**src/rtl/mtimer_pkg.sv**
```systemverilog
package mtimer_pkg;

    typedef enum logic [0:0] {
        LN_IDLE = 1'b0,
        LN_RUN  = 1'b1
    } lane_state_e;

    localparam logic [2:0] RA_CTRL   = 3'd0;
    localparam logic [2:0] RA_CLKSEL = 3'd1;
    localparam logic [2:0] RA_EDGE   = 3'd2;
    localparam logic [2:0] RA_DATLO  = 3'd3;
    localparam logic [2:0] RA_DATHI  = 3'd4;
    localparam logic [2:0] RA_RUN    = 3'd5;

    // mode: 00 rising, 01 falling, 1x either edge
    function automatic logic edge_pick(input logic [1:0] mode,
                                       input logic       cur,
                                       input logic       prev);
        logic rise;
        logic fall;
        rise = cur & ~prev;
        fall = ~cur & prev;
        if (mode[1])
            return rise | fall;
        else if (mode[0])
            return fall;
        else
            return rise;
    endfunction

endpackage

```
**src/rtl/mt_edge_det.sv**
```systemverilog
module mt_edge_det #(
    parameter int SYNC = 2
) (
    input  logic       clk,
    input  logic       rst_n,
    input  logic       pin_i,
    input  logic [1:0] mode_i,
    output logic       hit_o
);
    import mtimer_pkg::*;

    logic [SYNC:0] sr_q;

    always_ff @(posedge clk or negedge rst_n) begin
        if (!rst_n)
            sr_q <= '0;
        else
            sr_q <= {sr_q[SYNC-1:0], pin_i};
    end

    assign hit_o = edge_pick(mode_i, sr_q[SYNC-1], sr_q[SYNC]);

endmodule

```
**src/rtl/mt_tick_mux.sv**
```systemverilog
module mt_tick_mux #(
    parameter int SELW = 3
) (
    input  logic [(1<<SELW)-1:0] tick_i,
    input  logic [SELW-1:0]      sel_i,
    input  logic                 alt_i,
    output logic                 tick_o
);
    localparam logic [SELW-1:0] ALT_CODE = '1;

    // the top code is routed to an alternative source
    assign tick_o = (sel_i == ALT_CODE) ? alt_i : tick_i[sel_i];

endmodule

```
**src/rtl/mt_lane.sv**
```systemverilog
module mt_lane #(
    parameter int W = 8
) (
    input  logic         clk,
    input  logic         rst_n,
    input  logic         start_i,
    input  logic         stop_i,
    input  logic         tick_i,
    input  logic         init_lvl_i,
    input  logic [W-1:0] shadow_i,
    output logic [W-1:0] count_o,
    output logic [W-1:0] cmp_o,
    output logic         tout_o,
    output logic         irq_o,
    output logic         idle_o
);
    import mtimer_pkg::*;

    lane_state_e state_q, state_d;
    logic [W-1:0] cnt_q;
    logic [W-1:0] cmp_q;
    logic         tout_q;
    logic         irq_q;
    logic         hit;

    // state register
    always_ff @(posedge clk or negedge rst_n) begin
        if (!rst_n)
            state_q <= LN_IDLE;
        else
            state_q <= state_d;
    end

    // next state
    always_comb begin
        state_d = state_q;
        unique case (state_q)
            LN_IDLE: if (start_i) state_d = LN_RUN;
            LN_RUN:  if (stop_i && !start_i) state_d = LN_IDLE;
        endcase
    end

    assign hit = (state_q == LN_RUN) && tick_i && (cnt_q == cmp_q)
                 && !start_i && !stop_i;

    // outputs and datapath
    always_ff @(posedge clk or negedge rst_n) begin
        if (!rst_n) begin
            cnt_q  <= '0;
            cmp_q  <= '0;
            tout_q <= 1'b0;
            irq_q  <= 1'b0;
        end else begin
            irq_q <= hit;
            if (start_i) begin
                cnt_q  <= '0;
                cmp_q  <= shadow_i;
                tout_q <= init_lvl_i;
            end else if (state_q == LN_RUN && !stop_i && tick_i) begin
                if (hit) begin
                    cnt_q  <= '0;
                    cmp_q  <= shadow_i;
                    tout_q <= ~tout_q;
                end else begin
                    cnt_q <= cnt_q + 1'b1;
                end
            end
        end
    end

    assign count_o = cnt_q;
    assign cmp_o   = cmp_q;
    assign tout_o  = tout_q;
    assign irq_o   = irq_q;
    assign idle_o  = (state_q == LN_IDLE);

endmodule

```
**src/rtl/mtimer_core.sv**
```systemverilog
module mtimer_core #(
    parameter int W    = 8,
    parameter int SELW = 3
) (
    input  logic                 clk,
    input  logic                 rst_n,
    input  logic                 cfg_we,
    input  logic [2:0]           cfg_addr,
    input  logic [W-1:0]         cfg_wdata,
    input  logic [(1<<SELW)-1:0] tick_in,
    input  logic                 evt_pin,
    input  logic                 cap_pin,
    output logic                 tout_a,
    output logic                 tout_b,
    output logic                 irq_match_a,
    output logic                 irq_match_b,
    output logic                 irq_cap,
    output logic [2*W-1:0]       cap_val
);
    import mtimer_pkg::*;

    localparam int NTAP = 1 << SELW;
    localparam int W2   = 2 * W;

    logic            cascade_q, init_a_q, init_b_q;
    logic [SELW-1:0] sel_a_q, sel_b_q;
    logic [1:0]      evt_mode_q, cap_mode_q;
    logic [W-1:0]    dlo_q, dhi_q;

    logic            run_wr, start_a, stop_a, start_b, stop_b;
    logic            evt_hit, cap_hit, tick_a, tick_b;
    logic [W2-1:0]   shadow_a, cnt_a, cmp_a;
    logic [W-1:0]    cnt_b, cmp_b;
    logic            idle_a, idle_b;
    logic [W2-1:0]   cap_q;
    logic            cap_irq_q;

    // configuration registers
    always_ff @(posedge clk or negedge rst_n) begin
        if (!rst_n) begin
            cascade_q  <= 1'b0;
            init_a_q   <= 1'b0;
            init_b_q   <= 1'b0;
            sel_a_q    <= '0;
            sel_b_q    <= '0;
            evt_mode_q <= 2'b00;
            cap_mode_q <= 2'b00;
            dlo_q      <= '0;
            dhi_q      <= '0;
        end else if (cfg_we) begin
            unique case (cfg_addr)
                RA_CTRL: begin
                    cascade_q <= cfg_wdata[0];
                    init_a_q  <= cfg_wdata[1];
                    init_b_q  <= cfg_wdata[2];
                end
                RA_CLKSEL: begin
                    sel_a_q <= cfg_wdata[SELW-1:0];
                    sel_b_q <= cfg_wdata[2*SELW-1:SELW];
                end
                RA_EDGE: begin
                    evt_mode_q <= cfg_wdata[1:0];
                    cap_mode_q <= cfg_wdata[3:2];
                end
                RA_DATLO: dlo_q <= cfg_wdata;
                RA_DATHI: dhi_q <= cfg_wdata;
                default: ;
            endcase
        end
    end

    assign run_wr  = cfg_we && (cfg_addr == RA_RUN);
    assign start_a = run_wr && cfg_wdata[0];
    assign stop_a  = run_wr && !cfg_wdata[0];
    assign start_b = run_wr && cfg_wdata[1] && !cascade_q;
    assign stop_b  = (run_wr && !cfg_wdata[1]) || cascade_q;

    mt_edge_det #(.SYNC(2)) u_evt (
        .clk   (clk),
        .rst_n (rst_n),
        .pin_i (evt_pin),
        .mode_i(evt_mode_q),
        .hit_o (evt_hit)
    );

    mt_edge_det #(.SYNC(2)) u_cap (
        .clk   (clk),
        .rst_n (rst_n),
        .pin_i (cap_pin),
        .mode_i(cap_mode_q),
        .hit_o (cap_hit)
    );

    mt_tick_mux #(.SELW(SELW)) u_mux_a (
        .tick_i(tick_in),
        .sel_i (sel_a_q),
        .alt_i (evt_hit),
        .tick_o(tick_a)
    );

    mt_tick_mux #(.SELW(SELW)) u_mux_b (
        .tick_i(tick_in),
        .sel_i (sel_b_q),
        .alt_i (tick_in[NTAP-1]),
        .tick_o(tick_b)
    );

    assign shadow_a = cascade_q ? {dhi_q, dlo_q} : {{W{1'b0}}, dlo_q};

    mt_lane #(.W(W2)) u_lane_a (
        .clk       (clk),
        .rst_n     (rst_n),
        .start_i   (start_a),
        .stop_i    (stop_a),
        .tick_i    (tick_a),
        .init_lvl_i(init_a_q),
        .shadow_i  (shadow_a),
        .count_o   (cnt_a),
        .cmp_o     (cmp_a),
        .tout_o    (tout_a),
        .irq_o     (irq_match_a),
        .idle_o    (idle_a)
    );

    mt_lane #(.W(W)) u_lane_b (
        .clk       (clk),
        .rst_n     (rst_n),
        .start_i   (start_b),
        .stop_i    (stop_b),
        .tick_i    (tick_b),
        .init_lvl_i(init_b_q),
        .shadow_i  (dhi_q),
        .count_o   (cnt_b),
        .cmp_o     (cmp_b),
        .tout_o    (tout_b),
        .irq_o     (irq_match_b),
        .idle_o    (idle_b)
    );

    // input capture, 16-bit mode only
    always_ff @(posedge clk or negedge rst_n) begin
        if (!rst_n) begin
            cap_q     <= '0;
            cap_irq_q <= 1'b0;
        end else begin
            cap_irq_q <= cap_hit && cascade_q;
            if (cap_hit && cascade_q)
                cap_q <= cnt_a;
        end
    end

    assign cap_val = cap_q;
    assign irq_cap = cap_irq_q;

endmodule

```
**config.mk**
```make
export PLATFORM = sky130hd
export DESIGN_NAME = mtimer_core
export DESIGN_NICKNAME = d
export VERILOG_FILES = /design/src/rtl/mtimer_pkg.sv /design/src/rtl/mt_edge_det.sv /design/src/rtl/mt_tick_mux.sv /design/src/rtl/mt_lane.sv /design/src/rtl/mtimer_core.sv
export SDC_FILE = /design/constraint.sdc
export NUM_CORES = 1
export LEC_CHECK = 0
export ABC_AREA = 1
export BUFFER_PORTS_ARGS = -buffer_cell sky130_fd_sc_hd__buf_2
export CAP_MARGIN = 0
export CORE_MARGIN = 2
export CORE_UTILIZATION = 52
export DETAILED_ROUTE_END_ITERATION = 7
export GPL_TIMING_DRIVEN = 0
export PLACE_DENSITY = 0.8
export SLEW_MARGIN = 20
export SYNTH_ARGS = -nofsm -noshare
export SYNTH_HDL_FRONTEND = slang
export SYNTH_SLANG_ARGS = --single-unit
```
**constraint.sdc**
```tcl
create_clock -name clk -period 2 [get_ports clk]
set_input_delay 0.2 -clock clk [delete_from_list [all_inputs] [get_ports clk]]
set_output_delay 0.2 -clock clk [all_outputs]
set_load 0.05 [all_outputs]
```
## Word-level counts from Yosys, hierarchy flattened

Cells that the tools add are included.

- Register bits after elaboration: 106
- Input bits: 24
- Output and inout bits: 21
- Logic and storage cells: 126

- Add/subtract/negate cells: 2
- Magnitude comparators: 2
- Equality and inequality tests: 9
- Multiplexer cells: 35
- Bitwise operators: 14
- Reductions and logical operators: 41

Operator list:

| cell | count |
|---|---|
| $mux 16 | 7 |
| $mux 8 | 6 |
| $logic_and 1x1->1 | 21 |
| $mux 1 | 18 |
| $add 16x1->16 const B | 1 |
| $eq 16x16->1 | 1 |
| $reduce_and 2->1 | 7 |
| $eq 3x3->1 const B | 4 |
| $add 8x1->8 const B | 1 |
| $eq 8x8->1 | 1 |
| $lt 3x4->1 const B | 2 |
| $not 1->1 | 8 |
| $reduce_bool 2->1 | 4 |
| $logic_not 1->1 | 7 |
| $bmux 1 s3 | 2 |
| $eq 3x2->1 const B | 2 |
| $and 1x1->1 | 4 |
| $pmux 1 s2 | 2 |
| $eq 3x1->1 const B | 1 |
| $logic_not 3->1 | 1 |
| $or 1x1->1 | 2 |
| $logic_or 1x1->1 | 1 |

## Depth between registers and ports, before layout

- Word-level depth: 12
- Mapped depth: 13
- Depth with buffers taken out: 13

## Hierarchy

A second synthesis with hierarchy kept.

- Cell total of the unflattened synthesis: 716
- Area, all modules: 5402.7 sq um

Modules (own cells, without submodules):

| module | instances | cells an instance | area each (sq um) | seq. area each (sq um) |
|---|---|---|---|---|
| mt_lane at u_lane_a | 1 | 275 | 1973.1 | 875.8 |
| mtimer_core | 1 | 233 | 1926.8 | 1151.1 |
| mt_lane at u_lane_b | 1 | 142 | 1064.8 | 475.5 |
| mt_edge_det | 2 | 16 | 145.1 | 75.1 |
| mt_tick_mux | 2 | 17 | 73.8 | 0.0 |

## Worst setup path after synthesis

OpenSTA, ideal clock, no wires.

- Kind: reg2reg
- Start point: register u_evt.sr_q[1]
- End point: register u_lane_a.cnt_q[13] (netlist: u_lane_a.count_o[13])
- Setup time: 119 ps
- Data arrival time: 1444 ps
- Data required time: 1881 ps
- Slack: 437 ps
- Cell stages (with the launch flop): 12
- Buffers on the path: 1
- Clock period less this slack: 1563 ps
- Cell sequence: dfrtp_1 > inv_1 > ha_1 > nand2_1 > o21ai_0 > o21ai_1 > nand2_4 > nand2_2 > nand2_4 > buf_6 > a21oi_1 > nor2_1

- Cells in the longest elaborated chain, start to end: 12
- Elaborated cells on any way between the ends: 16
- Classes of those cells: 6 x mux; 4 x bitwise; 6 x reduce/logical

Ends and longest elaborated chain:

| item | line | source |
|---|---|---|
| start, declared | mt_edge_det.sv:12 | `logic [SYNC:0] sr_q;` |
| start signal, assigned | mt_edge_det.sv:18 | `sr_q <= {sr_q[SYNC-1:0], pin_i};` |
| $not 1->1 | mtimer_pkg.sv:22 | `fall = ~cur & prev;` |
| $and 1x1->1 | mtimer_pkg.sv:22 |  |
| $mux 1 / $or 1x1->1 (equally long branches) | mtimer_pkg.sv:25, mtimer_pkg.sv:24 |  |
| $mux 1 * | mtimer_pkg.sv:23 | `if (mode[1])` |
| $mux 1 * | mt_tick_mux.sv:12 | `assign tick_o = (sel_i == ALT_CODE) ? alt_i : tick_i[sel_i];` |
| $logic_and 1x1->1 (2 in a row) | mt_lane.sv:43 | `assign hit = (state_q == LN_RUN) && tick_i && (cnt_q == cmp_q)` |
| $logic_and 1x1->1 (2 in a row) | mt_lane.sv:44 | `&& !start_i && !stop_i;` |
| $mux 16 | mt_lane.sv:60 | `if (hit) begin` |
| $mux 16 | mt_lane.sv:59 | `end else if (state_q == LN_RUN && !stop_i && tick_i) begin` |
| $mux 16 | mt_lane.sv:55 | `if (start_i) begin` |
| end signal, assigned | mt_lane.sv:65 | `cnt_q <= cnt_q + 1'b1;` |
| end, declared | mt_lane.sv:20 | `logic [W-1:0] cnt_q;` |

Every way passes the cells marked *; elsewhere a longest branch is shown, timed or not. The select of a mux whose other input is x is not followed.
A chain may end at the register's enable or synchronous reset.

## Worst setup path after layout

- Start point: register u_lane_a.cnt_q[4] (netlist: u_lane_a.count_o[4])
- End point: register u_lane_a.cmp_q[15] (netlist: u_lane_a.cmp_o[15])

- Cells in the longest elaborated chain, start to end: 6

Ends and longest elaborated chain:

| item | line | source |
|---|---|---|
| $eq 16x16->1 | mt_lane.sv:43 |  |
| $logic_and 1x1->1 | mt_lane.sv:43 |  |
| $logic_and 1x1->1 (2 in a row) | mt_lane.sv:44 |  |
| $reduce_bool 2->1 (no line) | -- |  |
| $reduce_and 2->1 (no line) | -- |  |
| end signal, assigned | mt_lane.sv:57 | `cmp_q <= shadow_i;` |
| end signal, assigned | mt_lane.sv:62 | `cmp_q <= shadow_i;` |
| end, declared | mt_lane.sv:21 | `logic [W-1:0] cmp_q;` |

No other way between the ends.

==> flow_summary.toml <==
[status]
status = "finished clean"

[yosys]
synth_fa_ha_area_share_pct = 1.44
synthXorXnorAreaFrac_pct = 1.17
ys_seq_area_share_pct = 50.7
synth-simple-area-share_pct = 28.0
syn_inst = 634
synth_area_per_cell_sq_um = 8.25
synth_nets = 664
netlist.top_cell.by_area = "dfrtp_1"
synth_edf_count = 0
synth_top_area_share_pct = 50.7
yosysWarningCount = 0
synth_cell_type_count = 39
synth_top_family_by_area = "simple AND/OR/NAND/NOR gates"
synth_area_sq_um = 5230
synth-compound-area-share_pct = 10.6
synth-seq-cells = 106
ys_async_sr_fraction_pct = 100
synth_area_leaders = "dfrtp_1, nand2_1, o21ai_0"
muxShareOfSynthArea_pct = 0
synth_ff_type = "dfrtp_1"

[timing]
fin_crit_sh_pct = 93.1
hold_viol_final = 0
post-route-min-period_ns = 1.86
clock_skew_ns = 0.0142
whs_ns = 0.0920
fmax_mhz = 537
setup_violations = 0
slew_viol_final = 0
slew_headroom_pct = 72.6
setup_slack_ns = 0.139
max_slew.worst_pin.slew_ns = 0.411
grt_setup_unrepaired = "false"

[critical_path]
worstRegToRegCells = 12
reg2reg_to = "u_lane_a.cmp_o[15]$_DFFE_PN0P_"
start_kind = "register"
cp-end-kind = "register"
regToRegSetupSlack_ns = 0.14
required_ns = 2.31
crit_fanout = 10
path_class = "reg2reg"
r2r_start = "u_lane_a.count_o[4]$_DFFE_PN0P_"
crit_arrival_ns = 2.17

[pwr]
p_seq_share_pct = 47.1
power_density_nw_per_um2 = 1100
vdd_drop_max_uv = 512
power_frac_clock_pct = 20.8
pwr-share-comb_pct = 32.1
power.internal_uw = 3860
total_leakage_power_uw = 0.00301
sw_frac_of_total_pct = 40.4
switchingPower_uw = 2620
power_uw = 6480

[flow_run]
maxCapViolations = 0

[floorplanning]
dieArea_sq_um = 10900
pin_count = 45
die_h_microns = 104
die_w_microns = 104
core.rowCount = 36
start_util_pct = 53.5
coreArea_sq_um = 9770

[min_path]
whs_endpoint = "dhi_q[7]$_DFFE_PN0P_"
hp-start = "cfg_wdata[7]"
hold_path_depth = 3
hp-class = "in2reg"

[routing]
viasPerCell = 5.28
first_iter_violations = 314
wl_mm = 11.5
dr_total_vias = 4389
wl_per_cell_microns = 13.8
final_antenna_net_count = 0
dr.pass1.iters = 6
drc = 0

[grt]
grt_pass1_wl_mm = 19.8
antenna_found_initial = 0
track_usage_pct = 22.5
grt_pass1_vias = 4320
grt_max_degree = 69
gr-total-overflow = 0

[placement]
placed_cells = 812
io_buffer_count = 44
dp_hpwl_mm = 8.48
globalplace.congestion = 0.918
placed_area_sq_um = 5650
place_ws_ns = 0.197

[cts]
clock-sinks = 106
cts_tree = "done"
cts_root_buffer = "clkbuf_8"
clockBufferDepth = 2
clk_latency_ns = 0.38
clkTransAtPathRegs_ns = 0.11
cts_setup_buffers = 0
htree_levels = 3
numCtsBuffers = 9

[finish]
multi_input_area_sq_um = 2150
fin_area_sq_um = 5880
drive_gt1_share_pct = 15.6
syn_to_final_growth_pct = 12.4
diodes = 0
fillCellCount = 877
fin_nets = 723
layout.cells.non_filler = 831
regArea_sq_um = 2650
[final cells by class]
type | count | share of cell area, %
flip-flops and latches | 106 | 45.1
multi-input cells | 433 | 36.6
inverters | 82 | 5.30
repair buffers | 48 | 4.83
well taps | 133 | 2.83
clock buffers | 9 | 2.11
plain buffers | 13 | 1.87
clock inverters | 7 | 1.30
[cells in the mapped netlist (all sizes together) (6+ instances only)]
library cell and number:
nand2 190, dfrtp 106, inv 81, o21ai 79, nor2 55, nand3 41
a21oi 21, nand4 8, nor3 8, buf 7, clkbuf 6, ha 6
nand3b 6
[placed cells by master (no fill, tap or decap), drive strengths merged, types with 4 or more instances in the layout]
master,synthesis,layout
nand3,41,41
nand3b,6,6
o22ai,4,4
buf,7,52
o21ai,79,79
a21oi,21,21
nand2,190,190
nand4,8,8
clkinv,1,4
clkbuf,6,15
dfrtp,106,106
nor3,8,8
ha,6,6
xor2,5,5
nor4,4,4
inv,81,83
nor2,55,55
[worst max-delay path, cell delays in order, from the launching register on]
cell,delay (ns)
dfrtp_1,0.45
inv_1,0.16
o21ai_0,0.13
nor2_1,0.12
nand2_1,0.07
nor2_2,0.14
nand2_2,0.08
nor2_4,0.14
nand2_4,0.10
nand2_8,0.11
buf_12,0.14
nand3_2,0.07
nand2_1,0.07
[power groups by stage]
| stage | combinational [uW] | sequential (uW) | clock (uW) |
|---|---|---|---|
| after global placement | 1970 | 3060 | 0 |
| final | 2080 | 3050 | 1350 |
| after floorplan | 1160 | 3380 | 0 |
| after global routing | 2330 | 3130 | 1480 |
| after detailed placement | 2050 | 3090 | 0 |
| after CTS | 2080 | 3050 | 1390 |
[routing by layer]
metal	up-vias	wire length, microns	global-route usage [%]
met5	-	0	0
met4	0	256	9.75
met3	20	673	3.76
met2	140	5520	36.7
met1	2090	5010	29.8
li1	2139	-	-
[registers in the layout, indices dropped and copies added, names as in the netlist, named ones only]
signal and flops:
u_lane_b.count_o 8, u_lane_a.count_o 16, cap_val 16, init_a_q 1
irq_cap 1, cascade_q 1, u_lane_a.cmp_o 16, u_lane_b.irq_o 1
dhi_q 8, init_b_q 1, evt_mode_q 2, sel_b_q 3
dlo_q 8, u_cap.sr_q 3, cap_mode_q 2, u_lane_b.tout_o 1
sel_a_q 3, u_lane_b.state_q 1, u_lane_b.cmp_o 8, u_lane_a.irq_o 1
u_lane_a.tout_o 1, u_evt.sr_q 3
[what timing repair did]
action                                 4_1_cts  5_1_grt
endpoints found under the hold margin       40        0
hold buffers                                 3        0
gates resized for setup                      0        0
setup endpoints to repair                    0        0
[per-stage QoR]
stage	TNS [ns]	utilization, %
after floorplan	0	-
after global placement	-40.69	57.5
after detailed placement	0	57.8
after CTS	0	60.2
after global routing	0	60.2
final	0	60.2
[how the worst max path moves through the flow]
stage                                          startpoint                               end  slack [ns]  cells past startpoint
after detailed placement          u_evt.sr_q[1]$_DFF_PN0_  u_lane_a.count_o[15]$_DFFE_PN0P_        0.20                     10
after global placement                              rst_n           u_evt.sr_q[0]$_DFF_PN0_       -0.39                      1
after CTS                         u_evt.sr_q[1]$_DFF_PN0_  u_lane_a.count_o[15]$_DFFE_PN0P_        0.17                     10
final                     u_lane_a.count_o[4]$_DFFE_PN0P_    u_lane_a.cmp_o[15]$_DFFE_PN0P_        0.14                     12
after global routing      u_lane_a.count_o[3]$_DFFE_PN0P_    u_lane_a.cmp_o[10]$_DFFE_PN0P_        0.04                     12
after floorplan                   u_evt.sr_q[1]$_DFF_PN0_  u_lane_a.count_o[13]$_DFFE_PN0P_        0.44                     11
[logic make-up (layout without fill, tap and decap cells)]
kind of cell | Yosys count | count (layout)
AO/OA/AOI/OAI | 106 | 106
XOR/XNOR | 7 | 7
flip-flops | 106 | 106
buffers and inverters | 95 | 159
adder cells (fa/ha/maj) | 6 | 6
AND/OR/NAND/NOR | 314 | 314
Power figures use the tool's default switching activity.
